## src/rtl/mrq_pkg.sv

```systemverilog
package mrq_pkg;

  // strobes from control to datapath
  typedef struct packed {
    logic lowCountEn;
    logic highCountEn;
  } strobeT;

  typedef enum logic {
    WAIT_LOW = 1'b0,
    HOLD_REQ = 1'b1
  } stateT;

endpackage

```

## src/rtl/mrq_tick_counter.sv

```systemverilog
module mrq_tick_counter #(
  parameter int LIMIT = 4
) (
  input  logic clk,
  input  logic syncRst,
  input  logic clear,
  input  logic advance,
  output logic done
);
  localparam int CNT_W = $clog2(LIMIT + 1);
  localparam logic [CNT_W-1:0] LIMIT_V = CNT_W'(LIMIT);

  logic [CNT_W-1:0] count;

  always_ff @(posedge clk) begin
    if (syncRst || clear) begin
      count <= '0;
    end else if (advance && (count != LIMIT_V)) begin
      count <= count + 1'b1;
    end
  end

  assign done = (count == LIMIT_V);
endmodule

```

## src/rtl/mrq_datapath.sv

```systemverilog
module mrq_datapath
  import mrq_pkg::*;
#(
  parameter int SYNC_STAGES   = 2,
  parameter int ASSERT_TICKS  = 4,
  parameter int RELEASE_TICKS = 2
) (
  input  logic   clk,
  input  logic   syncRst,
  input  logic   tickMs,
  input  logic   buttonN,
  input  strobeT strobe,
  output logic   syncLow,
  output logic   lowDone,
  output logic   highDone
);
  localparam int LAST = SYNC_STAGES - 1;

  logic [LAST:0] syncChain;

  generate
    if (SYNC_STAGES == 1) begin : g_single
      always_ff @(posedge clk) begin
        if (syncRst) syncChain <= '1;
        else         syncChain <= buttonN;
      end
    end else begin : g_chain
      always_ff @(posedge clk) begin
        if (syncRst) syncChain <= '1;
        else         syncChain <= {syncChain[LAST-1:0], buttonN};
      end
    end
  endgenerate

  assign syncLow = ~syncChain[LAST];

  // time spent low, discarded by any high sample
  mrq_tick_counter #(.LIMIT(ASSERT_TICKS)) u_lowCnt (
    .clk     (clk),
    .syncRst (syncRst),
    .clear   (~syncLow),
    .advance (tickMs & strobe.lowCountEn),
    .done    (lowDone)
  );

  // time spent high after a request, discarded by any low sample
  mrq_tick_counter #(.LIMIT(RELEASE_TICKS)) u_highCnt (
    .clk     (clk),
    .syncRst (syncRst),
    .clear   (syncLow),
    .advance (tickMs & strobe.highCountEn),
    .done    (highDone)
  );
endmodule

```

## src/rtl/mrq_control.sv

```systemverilog
module mrq_control
  import mrq_pkg::*;
(
  input  logic   clk,
  input  logic   syncRst,
  input  logic   syncLow,
  input  logic   lowDone,
  input  logic   highDone,
  output strobeT strobe,
  output logic   rstRequest
);
  stateT state, stateNext;

  always_comb begin
    stateNext = state;
    unique case (state)
      WAIT_LOW: if (lowDone && syncLow)   stateNext = HOLD_REQ;
      HOLD_REQ: if (highDone && !syncLow) stateNext = WAIT_LOW;
      default:                            stateNext = WAIT_LOW;
    endcase
  end

  always_ff @(posedge clk) begin
    if (syncRst) state <= WAIT_LOW;
    else         state <= stateNext;
  end

  assign strobe.lowCountEn  = (state == WAIT_LOW);
  assign strobe.highCountEn = (state == HOLD_REQ);
  assign rstRequest         = (state == HOLD_REQ);
endmodule

```

## src/rtl/manual_reset_qualifier.sv

```systemverilog
module manual_reset_qualifier
  import mrq_pkg::*;
#(
  parameter int SYNC_STAGES   = 2,
  parameter int ASSERT_TICKS  = 4,
  parameter int RELEASE_TICKS = 2
) (
  input  logic clk,
  input  logic syncRst,
  input  logic tickMs,
  input  logic buttonN,
  output logic rstRequest
);
  strobeT strobe;
  logic   syncLow;
  logic   lowDone;
  logic   highDone;

  mrq_datapath #(
    .SYNC_STAGES   (SYNC_STAGES),
    .ASSERT_TICKS  (ASSERT_TICKS),
    .RELEASE_TICKS (RELEASE_TICKS)
  ) u_dp (
    .clk      (clk),
    .syncRst  (syncRst),
    .tickMs   (tickMs),
    .buttonN  (buttonN),
    .strobe   (strobe),
    .syncLow  (syncLow),
    .lowDone  (lowDone),
    .highDone (highDone)
  );

  mrq_control u_ctrl (
    .clk        (clk),
    .syncRst    (syncRst),
    .syncLow    (syncLow),
    .lowDone    (lowDone),
    .highDone   (highDone),
    .strobe     (strobe),
    .rstRequest (rstRequest)
  );
endmodule

```

## config.mk

```make
export PLATFORM = sky130hd
export DESIGN_NAME = manual_reset_qualifier
export DESIGN_NICKNAME = d
export VERILOG_FILES = /design/src/rtl/mrq_pkg.sv /design/src/rtl/mrq_tick_counter.sv /design/src/rtl/mrq_datapath.sv /design/src/rtl/mrq_control.sv /design/src/rtl/manual_reset_qualifier.sv
export SDC_FILE = /design/constraint.sdc
export NUM_CORES = 1
export LEC_CHECK = 0
export BUFFER_PORTS_ARGS = -buffer_cell sky130_fd_sc_hd__buf_2
export CAP_MARGIN = 30
export CORE_AREA = 10 10 47 49
export CTS_CLUSTER_DIAMETER = 30
export DETAILED_ROUTE_END_ITERATION = 7
export DIE_AREA = 0 0 57 59
export PLACE_DENSITY = 0.43
export SLEW_MARGIN = 10
export SYNTH_ARGS = -nofsm -noshare
export SYNTH_HDL_FRONTEND = slang
export SYNTH_SLANG_ARGS = --single-unit
```

## constraint.sdc

```tcl
create_clock -name clk -period 2.1 [get_ports clk]
set_input_delay 0.105 -clock clk [delete_from_list [all_inputs] [get_ports clk]]
set_output_delay 0.105 -clock clk [all_outputs]
set_load 0.02 [all_outputs]
```

==> flow_summary.yaml <==
outcome:
  status: "completed"
sta:
  timing.max_slew.rel_slack_pct: 85.1
  tightestPinTransition_ns: 0.224
  final_worst_slack_ns: 0.853
  hold_viol_final: 0
  period_needed_ns: 1.25
  timing_max_transition_violations_final: 0
  fin_tns_setup_ns: 0
  min_period_over_period_pct: 59.4
  fin_worst_skew_ns: 0.00709
  achievable-frequency_mhz: 802
  rsz0062_at_grt: "false"
  setup_viol: 0
  hold-worst-slack_ns: 0.0417
global_routing:
  antenna_found_initial: 0
  first_pass_grt_wire_length_mm: 1.18
  first_global_vias: 286
  met1_usage_pct: 4.52
  use_met3_pct: 3.00
  globalRoute.totalOverflow: 0
  grt_max_degree: 7
  gr-max-usage-layer: "met2"
  groute.layer.met2.usage_pct: 6.67
  grt_use_total_pct: 4.76
cts:
  cts_setup_buffers: 0
  clkTransAtPathRegs_ns: 0.05
  post_cts_hold_buffer_count: 0
  cts-buffers-inserted: 3
  numClockSinks: 8
  cts.root.buffer_cell: "clkbuf_4"
  post_cts_resize_count: 0
  cts-root-to-sink-buffers: 2
  worst_skew_pair.late_latency_ns: 0.25
  htree_num_levels: 1
  tritoncts: "yes"
drt:
  antenna_left: 0
  detail_route.wirelength_um: 641
  post_drt_wl_per_cell_um: 10.7
  via_count: 266
  route.detailed.drc: 0
  detail_route.vias_per_cell: 4.43
  number_of_iterations_in_the_first_detailed_routing_pass: 1
  drt-initial-drc-count: 0
synth:
  synth-seq-cells: 8
  synth.largest_area_cell: "dfxtp_1"
  post_synth_num_cell_types: 19
  syn-mean-instance-area_um2: 9.98
  yosysWarningCount: 0
  count_of_mapped_cells_out_of_synthesis: 37
  synth.net_count: 44
  leading_post_synthesis_cells_by_cell_area: "dfxtp_1, ha_1, a21boi_0, inv_1, a211oi_2"
  mappedNetlistArea_um2: 369
  synth-seq-area-share_pct: 43.4
  area_fraction_of_the_dominant_cell_type_after_synthesis_pct: 43.4
cells_and_area:
  nets: 53
  area_delta_synth_final_pct: 16.9
  drive_gt1_share_pct: 31.8
  footprint_of_the_multi_input_gates_um2: 194
  storage_cell_area_um2: 160
  insertedDiodeCount: 0
  n_fill_cell: 169
pwr:
  share_comb_of_total_power_pct: 3.8
  seq_power_share_pct: 55.6
  share_clk_of_total_power_pct: 40.6
  power_report.internal_total_mw: 0.224
  peakVddDrop_uv: 280
  power.net_switching_mw: 0.0549
  total_leakage_power_nw: 0.188
  power.density_cell_area_nw_per_um2: 647
  switching_share_pct: 19.7
die:
  dieWidth_um: 57
  core_um2: 1400
  initial_cell_density_of_the_core_pct: 26.3
  std_cell_rows: 14
  io-pin-count: 5
  chipHeight_um: 59
  die_area_um2: 3360
worst_setup_path:
  cp_data_arrival_time_ns: 1.37
  worst_ep_required_time_ns: 2.22
  timing_worst_setup_path_type: "flip-flop to flip-flop"
  crit_path_end_kind: "flip-flop"
  cp-start-kind: "flip-flop"
  crit_path_max_fanout: 3
place:
  preCtsSetupSlack_ns: 0.845
  globalplace.congestion: 0.643
  port_buffers: 4
hold_path:
  hold_path_class: "input pin to flip-flop"
flow_run:
  maxCapViolCount: 0
==> cell usage in the layout (no fill, tap or decap), drive strengths merged <==
cell type and instances:
and3b 2, clkbuf 3, ha 3, buf 4, nand2b 2, or2 2
dfxtp 8, o21ai 2, a21o 1, o211a 1, nand3b 1, a21boi 2
a21oi 1, xnor2 1, a211oi 2, inv 4, nor2 3, nand3 2
==> cells by family (layout without fill, tap and decap cells) <==
kind of cell | after synthesis | count (layout) | synth area share [%]
DFF | 8 | 8 | 43.4
buffers and inverters | 4 | 11 | 4.07
and+or+nand+nor | 12 | 12 | 21.4
AOI/OAI and AO/OA | 9 | 9 | 18.6
adders and majority gates | 3 | 3 | 10.2
xor gates and xnor gates | 1 | 1 | 2.37
==> cell usage after synthesis (all sizes together) <==
cell type	n
nand2b	2
dfxtp	8
and3b	2
or2	2
ha	3
nand3	2
nand3b	1
a21o	1
o21ai	2
o211a	1
a21boi	2
a21oi	1
xnor2	1
inv	4
a211oi	2
nor2	3
==> routing by layer <==
| layer | part of all wire [%] | vias up |
|---|---|---|
| li1 | - | 144 |
| met1 | 45 | 117 |
| met2 | 50 | 5 |
| met3 | 5.3 | 0 |
| met4 | 0 | 0 |
| met5 | 0 | - |
==> flip-flops by register name, summed over array words and instances (netlist names) <==
signal / flops
u_dp.syncChain: 2
u_ctrl.rstRequest: 1
u_dp.u_lowCnt.count: 3
u_dp.u_highCnt.count: 2
==> critical path, stage by stage (launching register included) <==
cell and delay [ns]:
dfxtp_1 0.34, inv_1 0.07, ha_1 0.22, a21o_2 0.22
o21ai_0 0.16, a21boi_0 0.11
==> cell type report <==
cell class	instances	share of cell area [%]
sequential	8	37.1
inverter	4	3.48
clock buffer	3	5.22
tap	16	4.64
timing repair buffer	4	4.64
multi-input combinational	25	44.9
==> power by group through the flow <==
stage	sequential (mW)	clock [mW]	combinational [mW]
2_1_floorplan	0.158	0	0.00514
3_3_place_gp	0.158	0	0.0103
3_5_place_dp	0.158	0	0.0107
4_1_cts	0.155	0.121	0.0107
5_1_grt	0.155	0.133	0.0124
6_report	0.155	0.113	0.0105
==> worst paths after layout <==
check                               from                     end  slack, ns  depth (start not counted)
hold / removal                   buttonN       u_dp.syncChain[0]       0.04                          2
setup reg to reg  u_dp.u_lowCnt.count[0]  u_dp.u_lowCnt.count[0]       0.85                          5
hold reg to reg        u_dp.syncChain[0]       u_dp.syncChain[1]       0.43                          1
setup / recovery  u_dp.u_lowCnt.count[0]  u_dp.u_lowCnt.count[0]       0.85                          5
==> stage by stage <==
step / cells / util (%) / power [mW] / cell area, um2
after floorplan: 37 / - / 0.163 / 369
after global placement: 57 / 29.2 / 0.168 / 409
after detailed placement: 57 / 29.2 / 0.169 / 409
after CTS: 60 / 30.8 / 0.287 / 432
after global routing: 60 / 30.8 / 0.300 / 432
final: 60 / 30.8 / 0.279 / 432
Note: power is estimated with default switching activity, not from simulation.
